$ cat src/rtl/muldiv_pkg.sv
// Shared operation encoding and helpers for the multiply-divide unit.
// Assumes the two code bits equal the low bits of the core's funct field.
package muldiv_pkg;

    typedef enum logic [1:0] {
        MD_MUL_S = 2'b00,
        MD_MUL_U = 2'b01,
        MD_DIV_S = 2'b10,
        MD_DIV_U = 2'b11
    } md_op_e;

    // True for either divide variant.
    function automatic logic md_is_div(input md_op_e op);
        return op[1];
    endfunction

    // True for the two's-complement variants.
    function automatic logic md_is_signed(input md_op_e op);
        return ~op[0];
    endfunction

endpackage

$ cat src/rtl/md_seq.sv
// Iteration sequencer: accepts a start while idle, then counts WIDTH
// iteration cycles. Assumes the start strobe is sampled on every edge.
module md_seq #(
    parameter int WIDTH = 32
) (
    input  logic clk,
    input  logic rst_n,
    input  logic start_i,
    output logic accept_o,
    output logic busy_o,
    output logic last_o
);
    localparam int CW = $clog2(WIDTH);
    localparam logic [CW-1:0] LAST = CW'(WIDTH - 1);

    logic          busy_q;
    logic [CW-1:0] cnt_q;

    // Accept only while idle; a start during busy is dropped.
    always_comb begin
        accept_o = start_i & ~busy_q;
        last_o   = busy_q & (cnt_q == LAST);
        busy_o   = busy_q;
    end

    // Busy flag and iteration counter.
    always_ff @(posedge clk) begin
        if (!rst_n) begin
            busy_q <= 1'b0;
            cnt_q  <= '0;
        end else if (accept_o) begin
            busy_q <= 1'b1;
            cnt_q  <= '0;
        end else if (busy_q) begin
            if (cnt_q == LAST) begin
                busy_q <= 1'b0;
            end
            cnt_q <= cnt_q + 1'b1;
        end
    end


    busy_min_chk: assert property (@(posedge clk) disable iff (!rst_n)
        $rose(busy_q) |=> busy_q);

endmodule

$ cat src/rtl/md_prep.sv
// Operand preparation: converts signed operands to magnitudes and
// derives the sign corrections for the final result. Purely combinational.
module md_prep
    import muldiv_pkg::*;
#(
    parameter int WIDTH = 32
) (
    input  md_op_e           op_i,
    input  logic [WIDTH-1:0] a_i,
    input  logic [WIDTH-1:0] b_i,
    output logic [WIDTH-1:0] a_mag_o,
    output logic [WIDTH-1:0] b_mag_o,
    output logic             neg_prod_o,
    output logic             neg_quo_o,
    output logic             neg_rem_o
);
    logic a_neg, b_neg, b_zero;

    // Magnitudes and sign flags.
    always_comb begin
        a_neg      = md_is_signed(op_i) & a_i[WIDTH-1];
        b_neg      = md_is_signed(op_i) & b_i[WIDTH-1];
        b_zero     = (b_i == '0);
        a_mag_o    = a_neg ? (~a_i + 1'b1) : a_i;
        b_mag_o    = b_neg ? (~b_i + 1'b1) : b_i;
        neg_prod_o = a_neg ^ b_neg;
        neg_quo_o  = (a_neg ^ b_neg) & ~b_zero;
        neg_rem_o  = a_neg;
    end

endmodule

$ cat src/rtl/md_iter.sv
// Iteration datapath shared by both operations. Multiply runs shift-add
// with the multiplier in the low register; divide runs restoring division
// with the dividend shifting out of the low register. After WIDTH steps the
// upper/lower registers hold {product} or {remainder, quotient}.
module md_iter #(
    parameter int WIDTH = 32
) (
    input  logic             clk,
    input  logic             rst_n,
    input  logic             load_i,
    input  logic             step_i,
    input  logic             is_div_i,
    input  logic [WIDTH-1:0] a_mag_i,
    input  logic [WIDTH-1:0] b_mag_i,
    output logic [WIDTH-1:0] nxt_up_o,
    output logic [WIDTH-1:0] nxt_lo_o
);
    logic [WIDTH-1:0] up_q, lo_q, opnd_q;
    logic             div_q;
    logic [WIDTH:0]   m_sum;
    logic [WIDTH:0]   d_shift;
    logic [WIDTH+1:0] d_trial;
    logic             d_fit;

    // One shift-add or one restoring step, chosen by the latched operation.
    always_comb begin
        m_sum   = {1'b0, up_q} + (lo_q[0] ? {1'b0, opnd_q} : '0);
        d_shift = {up_q, lo_q[WIDTH-1]};
        d_trial = {1'b0, d_shift} - {2'b00, opnd_q};
        d_fit   = ~d_trial[WIDTH+1];
        if (div_q) begin
            nxt_up_o = d_fit ? d_trial[WIDTH-1:0] : d_shift[WIDTH-1:0];
            nxt_lo_o = {lo_q[WIDTH-2:0], d_fit};
        end else begin
            nxt_up_o = m_sum[WIDTH:1];
            nxt_lo_o = {m_sum[0], lo_q[WIDTH-1:1]};
        end
    end

    // Working registers: loaded on accept, advanced on every busy cycle.
    always_ff @(posedge clk) begin
        if (!rst_n) begin
            up_q   <= '0;
            lo_q   <= '0;
            opnd_q <= '0;
            div_q  <= 1'b0;
        end else if (load_i) begin
            up_q   <= '0;
            lo_q   <= is_div_i ? a_mag_i : b_mag_i;
            opnd_q <= is_div_i ? b_mag_i : a_mag_i;
            div_q  <= is_div_i;
        end else if (step_i) begin
            up_q <= nxt_up_o;
            lo_q <= nxt_lo_o;
        end
    end

endmodule

$ cat src/rtl/md_fix.sv
// Result sign correction: negates the double-width product, or the
// quotient and remainder separately, according to the latched flags.
module md_fix #(
    parameter int WIDTH = 32
) (
    input  logic             is_div_i,
    input  logic             neg_prod_i,
    input  logic             neg_quo_i,
    input  logic             neg_rem_i,
    input  logic [WIDTH-1:0] raw_up_i,
    input  logic [WIDTH-1:0] raw_lo_i,
    output logic [WIDTH-1:0] hi_o,
    output logic [WIDTH-1:0] lo_o
);
    localparam int PW = 2 * WIDTH;

    logic [PW-1:0] prod;

    // Apply signs to the raw magnitude result.
    always_comb begin
        prod = {raw_up_i, raw_lo_i};
        if (neg_prod_i) begin
            prod = ~prod + 1'b1;
        end
        if (is_div_i) begin
            hi_o = neg_rem_i ? (~raw_up_i + 1'b1) : raw_up_i;
            lo_o = neg_quo_i ? (~raw_lo_i + 1'b1) : raw_lo_i;
        end else begin
            hi_o = prod[PW-1:WIDTH];
            lo_o = prod[WIDTH-1:0];
        end
    end

endmodule

$ cat src/rtl/muldiv_unit.sv
// Multiply-divide unit top: latches the operation on accept, iterates for
// WIDTH cycles and writes Hi/Lo on the last one. Assumes the core waits on
// busy_o before issuing dependent moves from Hi or Lo.
module muldiv_unit
    import muldiv_pkg::*;
#(
    parameter int WIDTH = 32
) (
    input  logic             clk,
    input  logic             rst_n,
    input  logic             start_i,
    input  logic [1:0]       op_i,
    input  logic [WIDTH-1:0] a_i,
    input  logic [WIDTH-1:0] b_i,
    output logic             busy_o,
    output logic [WIDTH-1:0] hi_o,
    output logic [WIDTH-1:0] lo_o
);
    md_op_e           op_in;
    md_op_e           op_q;
    logic             accept, last;
    logic [WIDTH-1:0] a_mag, b_mag;
    logic             neg_prod, neg_quo, neg_rem;
    logic             neg_prod_q, neg_quo_q, neg_rem_q;
    logic [WIDTH-1:0] nxt_up, nxt_lo;
    logic [WIDTH-1:0] fix_hi, fix_lo;
    logic [WIDTH-1:0] hi_q, lo_q;

    assign op_in = md_op_e'(op_i);

    md_seq #(.WIDTH(WIDTH)) seq_i (
        .clk      (clk),
        .rst_n    (rst_n),
        .start_i  (start_i),
        .accept_o (accept),
        .busy_o   (busy_o),
        .last_o   (last)
    );

    md_prep #(.WIDTH(WIDTH)) prep_i (
        .op_i       (op_in),
        .a_i        (a_i),
        .b_i        (b_i),
        .a_mag_o    (a_mag),
        .b_mag_o    (b_mag),
        .neg_prod_o (neg_prod),
        .neg_quo_o  (neg_quo),
        .neg_rem_o  (neg_rem)
    );

    md_iter #(.WIDTH(WIDTH)) iter_i (
        .clk      (clk),
        .rst_n    (rst_n),
        .load_i   (accept),
        .step_i   (busy_o),
        .is_div_i (md_is_div(op_in)),
        .a_mag_i  (a_mag),
        .b_mag_i  (b_mag),
        .nxt_up_o (nxt_up),
        .nxt_lo_o (nxt_lo)
    );

    md_fix #(.WIDTH(WIDTH)) fix_i (
        .is_div_i   (md_is_div(op_q)),
        .neg_prod_i (neg_prod_q),
        .neg_quo_i  (neg_quo_q),
        .neg_rem_i  (neg_rem_q),
        .raw_up_i   (nxt_up),
        .raw_lo_i   (nxt_lo),
        .hi_o       (fix_hi),
        .lo_o       (fix_lo)
    );

    // Latch the operation and its sign corrections on accept.
    always_ff @(posedge clk) begin
        if (!rst_n) begin
            op_q       <= MD_MUL_S;
            neg_prod_q <= 1'b0;
            neg_quo_q  <= 1'b0;
            neg_rem_q  <= 1'b0;
        end else if (accept) begin
            op_q       <= op_in;
            neg_prod_q <= neg_prod;
            neg_quo_q  <= neg_quo;
            neg_rem_q  <= neg_rem;
        end
    end

    // Hi/Lo result registers: written only by the final iteration.
    always_ff @(posedge clk) begin
        if (!rst_n) begin
            hi_q <= '0;
            lo_q <= '0;
        end else if (last) begin
            hi_q <= fix_hi;
            lo_q <= fix_lo;
        end
    end

    assign hi_o = hi_q;
    assign lo_o = lo_q;


    busy_rise_chk: assert property (@(posedge clk) disable iff (!rst_n)
        start_i && !busy_o |=> busy_o);


    op_hold_chk: assert property (@(posedge clk) disable iff (!rst_n)
        busy_o && start_i |=> $stable(op_q));


    hold_idle_chk: assert property (@(posedge clk) disable iff (!rst_n)
        !busy_o |=> $stable(hi_o) && $stable(lo_o));

endmodule

$ cat config.mk
export PLATFORM = sky130hd
export DESIGN_NAME = muldiv_unit
export DESIGN_NICKNAME = d
export VERILOG_FILES = /design/src/rtl/muldiv_pkg.sv /design/src/rtl/md_seq.sv /design/src/rtl/md_prep.sv /design/src/rtl/md_iter.sv /design/src/rtl/md_fix.sv /design/src/rtl/muldiv_unit.sv
export SDC_FILE = /design/constraint.sdc
export NUM_CORES = 1
export LEC_CHECK = 0
export ABC_CLOCK_PERIOD_IN_PS = 15600
export BUFFER_PORTS_ARGS = -buffer_cell sky130_fd_sc_hd__buf_2
export CELL_PAD_IN_SITES_DETAIL_PLACEMENT = 2
export CELL_PAD_IN_SITES_GLOBAL_PLACEMENT = 2
export CORE_ASPECT_RATIO = 1.25
export CORE_MARGIN = 5
export CORE_UTILIZATION = 38
export CTS_CLUSTER_SIZE = 24
export DETAILED_ROUTE_END_ITERATION = 7
export PLACE_DENSITY_LB_ADDON = 0.1
export SYNTH_ARGS = -nofsm -noshare
export SYNTH_HDL_FRONTEND = slang
export SYNTH_SLANG_ARGS = --single-unit
$ cat constraint.sdc
create_clock -name clk -period 15.6 [get_ports clk]
set_clock_uncertainty 0.15 [all_clocks]
set_input_delay 3.9 -clock clk [delete_from_list [all_inputs] [get_ports clk]]
set_output_delay 3.9 -clock clk [all_outputs]
set_load 0.05 [all_outputs]
==> impl_results.md, run 1 <==
* Status: completed
* Final standard cell area without fillers at 0.01728 mm^2
* Reg2reg end: hi_o[26]$_SDFFE_PN0P_
* DR WL/cell at 25.51 um
* Mean post-synth cell area at 7.198 um^2
* Peak supply drop at 0.08547 mV
* R2R setup slack at 8550 ps
* Post-Syn Area at 0.01592 mm^2
* Critical path type: primary input to flip-flop
* Clock share of power at 0.300
* Netlist cell types at 109
* Min-Delay Path Depth at 2
* Final worst slack at 8164 ps
* Pin count of the biggest net entering global routing at 94
* Die W at 193.1 um
* Ranking of synthesized cells by area: dfxtp_1 21%, nor2_1 7.0%, a211oi_1 5.9%, xnor2_1 5.9%, a21oi_1 5.8%
* Crit start category: primary input
* CP endpoint kind: flip-flop
* Max Cap Viol at 0
* DRT iter0 DRCs at 747
* GRT Total Usage at 0.3061
* Placer Congestion at 0.9211
* H-tree levels at 4
* Yosys reg bits at 170
* Vias in the first global route at 18,550
* Reg2reg start: iter_i.opnd_q[1]$_SDFFE_PN0P_
* Routed vias/inst at 6.104
* Pre-Repair DR Iteration Count at 4
* I/O pin total at 134
* Starting Density at 0.3862
* Synth top area share at 0.2137
* Number of diodes at 0
* Final ANT Viol Nets at 0
* Clock Path Buffers at 2
* Worst skew pair latency at 470 ps
* DRC viols at 0
* Sequential-to-total area share from yosys stat at 0.2137
* Initial antenna violation count at 0
* Period Utilization, post-route at 0.4767
* Warnings from Yosys at 0
* Clock Tree Root: clkbuf_16
* Post-Synthesis Cells at 2,212
* CTS tree: built
* Critical path arrival at 7660 ps
* Clock sink count at 170
* Crit-path max FO at 4
* Number of synthesized flops with an enable pin at 0
* Fin nets at 2,364
* TNS Setup at 0 ps
* Pleak at 6.821 nW
* Clock slew at reported path FFs at 70 ps
* CTS Buf Count at 17
* Synth Net Count at 2,353
* Post_cts resized at 0
* Post-CTS Setup Inserts at 0
* Worst Path Required at 15,820 ps
* Slew Viols, Final at 0
* Hold Buf Count CTS at 0
* Reg2reg path depth at 21
* Ys flop type: dfxtp_1
* Final HPWL DP at 55,860 um
* Vias at 17,020
* Layout cell share with drive strength beyond 1 at 0.1212
* Routed wire length at 71,130 um
* Post-Place Worst Slack at 7815 ps
* PortBufs at 133
* Final Critical Period at 7436 ps
* Switching power total at 0.6247 mW
* Register share of total power at 0.332
* Hold EP: hi_o[27]$_SDFFE_PN0P_
* Worst hold start: hi_o[27]$_SDFFE_PN0P_
* Area Growth Syn to Fin at 8.550%
* Yosys top cell by area: dfxtp_1
* Placed cell areas at 0.01670 mm^2
* Core Box Area at 0.04123 mm^2
* # setup viols final at 0
* Global-route wire length before repair at 109,500 um
* FMAX at 0.1345 GHz
* Final Hold Fails at 0
* Rel. slew slack at 0.1285
* Worst Tran Pin Value at 1307 ps
* PD cells at 85.94 mW/mm^2
* Rows at 83
* Pint at 0.8607 mW
* DIE AREA at 0.04612 mm^2
* Synth async-reset ratio at 0
* Die span in y at 238.9 um
* Switching share of power at 0.4206
* RSZ-0062 raised after global routing: no
* Comb pwr share at 0.368
* Gr ovfl total at 0
* Worst Hold Class: flip-flop to flip-flop
## flip-flops by register name, summed over array words and instances, names as in the netlist
name and cells:
hi_o 32, neg_prod_q 1, neg_quo_q 1, iter_i.lo_q 32, seq_i.busy_o 1, neg_rem_q 1
iter_i.opnd_q 32, iter_i.up_q 32, op_q 1, lo_o 32, seq_i.cnt_q 5
## kinds of logic (layout without fill, tap and decap cells)
logic type	Yosys count	count (layout)	share of synthesized area
fa+ha+maj	72	72	0.05752
buf+inv	239	263	0.06483
flops	170	170	0.2137
mux	70	70	0.04471
compound gates	663	663	0.2799
xor+xnor	177	177	0.09736
simple gates	821	821	0.2419
## worst max path at each step
stage / from / to / depth (start not counted)
after floorplan: a_i[4] / iter_i.lo_q[29]$_SDFFE_PN0P_ / 11
after CTS: b_i[0] / iter_i.lo_q[28]$_SDFFE_PN0P_ / 16
final: b_i[0] / iter_i.lo_q[28]$_SDFFE_PN0P_ / 16
after global routing: b_i[0] / iter_i.lo_q[28]$_SDFFE_PN0P_ / 16
after detailed placement: b_i[0] / iter_i.lo_q[28]$_SDFFE_PN0P_ / 16
after global placement: b_i[0] / iter_i.lo_q[29]$_SDFFE_PN0P_ / 13
## cells in the mapped netlist (16+ instances only)
cell type and number:
clkbuf_1 117, or3_1 16, nand3_1 37, nor2_1 295, a21o_1 25, nor2b_1 17, a21oi_1 183, a31oi_1 29
nand2_1 219, inv_1 76, buf_1 21, dfxtp_1 170, a211oi_1 126, ha_1 70, o211ai_1 37, xor2_1 69
nor3_1 89, mux2i_1 61, xnor2_1 108, o21ai_0 118, and3_1 18
## critical path, cell delays in order
cell,delay (ps)
buf_2,130
inv_1,80
ha_1,220
nand2b_1,90
nor4b_1,550
nand3b_1,170
nor4_1,470
and2_1,300
nand2_1,90
nor3_1,470
a21oi_1,190
xor2_1,280
nor2_1,80
a211oi_1,300
a211oi_1,100
a211oi_1,250
## per-layer routing
metal  share of wire  vias to the layer above  GRT usage
li1                -                     7975          -
met1            0.39                     8572     0.3403
met2            0.52                      318     0.5677
met3           0.022                      152    0.02994
met4           0.061                        0     0.1638
met5               0                        -          0
## final cells by class
| cell class | instances | area (um^2) |
|---|---|---|
| clock inverters | 14 | 151.4 |
| fillers | 5029 | 23940 |
| repair buffers | 152 | 808.3 |
| flip-flops and latches | 170 | 3411 |
| multi-input cells | 1803 | 11490 |
| well taps | 552 | 690.7 |
| clock buffers | 18 | 429.2 |
| inverters | 79 | 299.0 |
## layout by cell type, fill, tap and decap left out, drive strengths merged, types with 18 or more instances in the layout
master / Yosys / layout
clkbuf: 125 / 18
a211oi: 130 / 130
nand2: 223 / 223
nor3: 90 / 90
nor4: 19 / 19
mux2i: 61 / 61
o21ai: 123 / 123
dfxtp: 170 / 170
a21oi: 189 / 189
a31oi: 29 / 29
nand4: 18 / 18
xnor2: 108 / 108
and3: 20 / 20
nand3: 37 / 37
xor2: 69 / 69
o211ai: 38 / 38
a21o: 27 / 27
buf: 35 / 152
inv: 78 / 83
nor2: 296 / 296
ha: 70 / 70
## metrics by stage
step	util	instances	power (mW)	hold slack [ps]
after floorplan	-	2212	0.8569	281.9
after global placement	0.4051	2756	1.020	289.4
after detailed placement	0.4051	2756	1.041	296.3
after CTS	0.4192	2788	1.487	308.6
after global routing	0.4192	2788	1.556	331.5
final	0.4192	2788	1.485	307.7
## power groups by stage
stage / registers (mW) / logic, mW / clock network (mW)
global placement: 0.501 / 0.518 / 0
CTS: 0.493 / 0.543 / 0.452
floorplan: 0.472 / 0.385 / 0
finish: 0.493 / 0.547 / 0.446
detailed placement: 0.503 / 0.538 / 0
global route: 0.496 / 0.588 / 0.472
No activity file was read; power rests on OpenSTA's default activity.
==> run 2: changes to the inputs <==
ABC_AREA = 1   (was unset)
ABC_CLOCK_PERIOD_IN_PS = 7500   (was 15600)
CORE_UTILIZATION = 33   (was 38)
clock period = 7.5 ns   (was 15.6 ns; I/O delays follow)
==> run 2 against run 1 <==
Sequential share of layout area is 2.5 points lower. Critical endpoint is now hi_o[14]$_SDFFE_PN0P_. Largest power group unchanged. Critical path type is now flip-flop to flip-flop. Power is 140% higher. Register-to-register slack worse by 6000 ps. Highest routed layer unchanged.
==> impl_results.md, run 2 <==
* Layout filler cell count at 6,942 (+38%)
* Netlist cell types at 59 (-46%)
* Initial antenna violation count at 0 (unchanged)
* Clock Path Buffers at 2 (unchanged)
* PortBufs at 133 (unchanged)
* Most used cell, CP: nand2_1
* Area of the multi-input gates at 0.01191 mm^2 (+3.6%)
* Yosys reg bits at 170 (unchanged)
* Comb pwr share at 0.463 (+0.095)
* Final Critical Period at 4983 ps
* Die W at 218.8 um (+13%)
* Crit path max-delay cell type: nor2_8
* GR Util met1 at 0.3242 (-0.01609)
* Switching share of power at 0.4810 (+0.06044)
* Vias in the first global route at 23,700 (+28%)
* Hold Buf Count CTS at 0 (unchanged)
* Delay-heaviest family, CP: simple AND/OR/NAND/NOR gates
* Most used routing layer in global routing: met2
* Post_cts resized at 0 (unchanged)
* Peak supply drop at 0.1058 mV (+24%)
* I/O pin total at 134 (unchanged)
* Final worst slack at 2517 ps (-5647 ps)
* Final ANT Viol Nets at 0 (unchanged)
* GRT Total Usage at 0.3067 (+0.0005962)
* Die span in y at 271.0 um (+13%)
* FMAX at 0.2007 GHz
* Final Hold Fails at 0 (unchanged)
* Rows at 95 (+14%)
* Clock share of power at 0.260 (-0.040)
* Slew Viols, Final at 0 (unchanged)
* Post-Place Worst Slack at 2397 ps (-5418 ps)
* Critical path type: flip-flop to flip-flop
* Clock Tree Root: clkbuf_16
* Number of diodes at 0 (unchanged)
* Gr ovfl total at 0 (unchanged)
* Ys flop type: dfxtp_1
* Placer Congestion at 0.9511 (+3.3%)
* Worst hold start: seq_i.cnt_q[4]$_SDFFE_PP0P_
* Grt met2 use at 0.5738 (+0.006155)
* DRT iter0 DRCs at 966 (+29%)
* Routed wire length at 92,520 um (+30%)
* PD cells at 183.5 mW/mm^2 (+110%)
* Synth top area share at 0.1893 (-0.02443)
* Yosys top cell by area: dfxtp_1
* Synth Net Count at 3,271 (+39%)
* Synth async-reset ratio at 0 (unchanged)
* Sequential-to-total area share from yosys stat at 0.1893 (-0.02443)
* Post-Syn Area at 0.01798 mm^2 (+13%)
* Worst Tran Pin Value at 1119 ps (-187.9 ps)
* Final Total Pwr at 3.619 mW (+140%)
* Mean post-synth cell area at 5.744 um^2 (-20%)
* TNS Setup at 0 ps (unchanged)
* Worst skew pair latency at 500 ps (+30 ps)
* Crit start category: flip-flop
* CP startpoint: iter_i.opnd_q[30]$_SDFFE_PN0P_
* Number of synthesized flops with an enable pin at 0 (unchanged)
* Clock slew at reported path FFs at 80 ps (about the same)
* Pleak at 10.55 nW (+55%)
* Worst Path Required at 7710 ps (-8110 ps)
* Worst path max stage delay at 510 ps (-40 ps)
* Rel. slew slack at 0.2528 (+0.1243)
* DRC viols at 0 (unchanged)
* Pin count of the biggest net entering global routing at 79 (-16%)
* Routed vias/inst at 5.492 (-10%)
* Pint at 1.878 mW (+120%)
* Worst Hold Class: flip-flop to flip-flop
* Storage element area at 0.003408 mm^2 (about the same)
* WP buf/inv at 2 (unchanged)
* Most common cell after layout, fill and taps aside: nand2_1
* Ranking of synthesized cells by area: dfxtp_1 19%, nand2_1 17%, inv_1 11%, nand3_1 7.0%, nor2_1 6.1%
* Post-CTS Setup Inserts at 0 (unchanged)
* Global-route wire length before repair at 140,000 um (+28%)
* Reg2reg start: iter_i.opnd_q[30]$_SDFFE_PN0P_
* Post-Synthesis Cells at 3,130 (+42%)
* DIE AREA at 0.05927 mm^2 (+29%)
* Layout cell share with drive strength beyond 1 at 0.1080 (-0.01322)
* Most frequent cells in the layout: 807 x nand2_1, 511 x inv_1, 288 x nor2_1
* Register share of total power at 0.277 (-0.055)
* Vias at 21,540 (+27%)
* Most frequent cell after synthesis: nand2_1
* Status: completed
* Fin nets at 3,323 (+41%)
* Crit-path max FO at 35 (+31)
* Pre-Repair DR Iteration Count at 5 (+1)
* CP endpoint kind: flip-flop
* Period Utilization, post-route at 0.6644
* H-tree levels at 4 (unchanged)
* DR WL/cell at 23.59 um (-7.5%)
* Critical path arrival at 5200 ps (-2460 ps)
* CTS tree: built
* CTS Buf Count at 17 (unchanged)
* Starting Density at 0.3339 (-0.05234)
* Core Box Area at 0.05385 mm^2 (+31%)
* Met3 GRT Util at 0.03210 (+0.002151)
* Area Growth Syn to Fin at 9.702%
* Max Cap Viol at 0 (unchanged)
* Top cells by count, synth: 807 x nand2_1, 511 x inv_1, 290 x nor2_1, 250 x nand3_1, 174 x o21ai_0
* RSZ-0062 raised after global routing: no
* Warnings from Yosys at 0 (unchanged)
* Switching power total at 1.741 mW (+180%)
* Clock sink count at 170 (unchanged)
* Final HPWL DP at 75,400 um (+35%)
* # setup viols final at 0 (unchanged)
-- run 2: cell count changes in the layout (fill, tap and decap cells not counted), sizes merged, moves of 24 or more --
cell | previous run | this run
nor2 | 296 | 343
a21o | 27 | 3
nand3 | 37 | 262
nand4 | 18 | 45
o21ai | 123 | 180
nand2 | 223 | 829
nor3 | 90 | 46
o22ai | 5 | 69
a211oi | 130 | 7
a21oi | 189 | 155
mux2i | 61 | 0
xnor2 | 108 | 30
inv | 83 | 563
-- run 2: metrics by stage --
stage	util	hold slack, ps	area, um^2	cells
floorplan	-	295.2	17980	3130
global placement	0.3556	303.1	19150	3890
detailed placement	0.3556	336.0	19150	3890
CTS	0.3663	347.2	19720	3922
global route	0.3663	367.8	19720	3922
finish	0.3663	338.7	19720	3922
-- run 2: path summary, 6_finish.rpt --
check	end	slack, ps	depth (start not counted)
max	hi_o[14]$_SDFFE_PN0P_	2520	25
min	seq_i.cnt_q[4]$_SDFFE_PP0P_	340	2
max reg2reg	hi_o[14]$_SDFFE_PN0P_	2520	25
min reg2reg	seq_i.cnt_q[4]$_SDFFE_PP0P_	340	2
-- run 2: power by group through the flow --
| stage | Sequential [mW] | Combinational [mW] | Clock, mW |
|---|---|---|---|
| 4_1_cts | 1.00 | 1.67 | 0.957 |
| 5_1_grt | 1.01 | 1.83 | 0.992 |
| 3_5_place_dp | 1.02 | 1.66 | 0 |
| 6_report | 1.00 | 1.68 | 0.941 |
| 3_3_place_gp | 1.02 | 1.60 | 0 |
| 2_1_floorplan | 0.988 | 1.13 | 0 |
-- run 2: logic make-up after synthesis --
logic type                 synth area share
and+or+nand+nor                      0.3822
buffers and inverters                0.1486
AOI/OAI and AO/OA                    0.1764
DFF                                  0.1893
xor gates and xnor gates            0.05262
adders and majority gates           0.05095
-- run 2: cell type report --
cell class | instances | area share
clock buffers | 19 | 0.02246
flip-flops and latches | 170 | 0.1728
repair buffers | 153 | 0.04149
multi-input cells | 2280 | 0.6038
well taps | 727 | 0.04612
inverters | 560 | 0.1066
clock inverters | 13 | 0.006662
-- run 2: tightest hold or removal path, delay by kind of cell, from the launching register on --
kind | cells | cell delay [ps]
compound gates | 1 | 60
flops | 1 | 320
simple gates | 1 | 60
-- run 2: layer usage --
layer / up-vias / part of all wire
met5: - / 0
met3: 218 / 0.026
met4: 0 / 0.074
met1: 10720 / 0.38
li1: 10170 / -
met2: 431 / 0.52
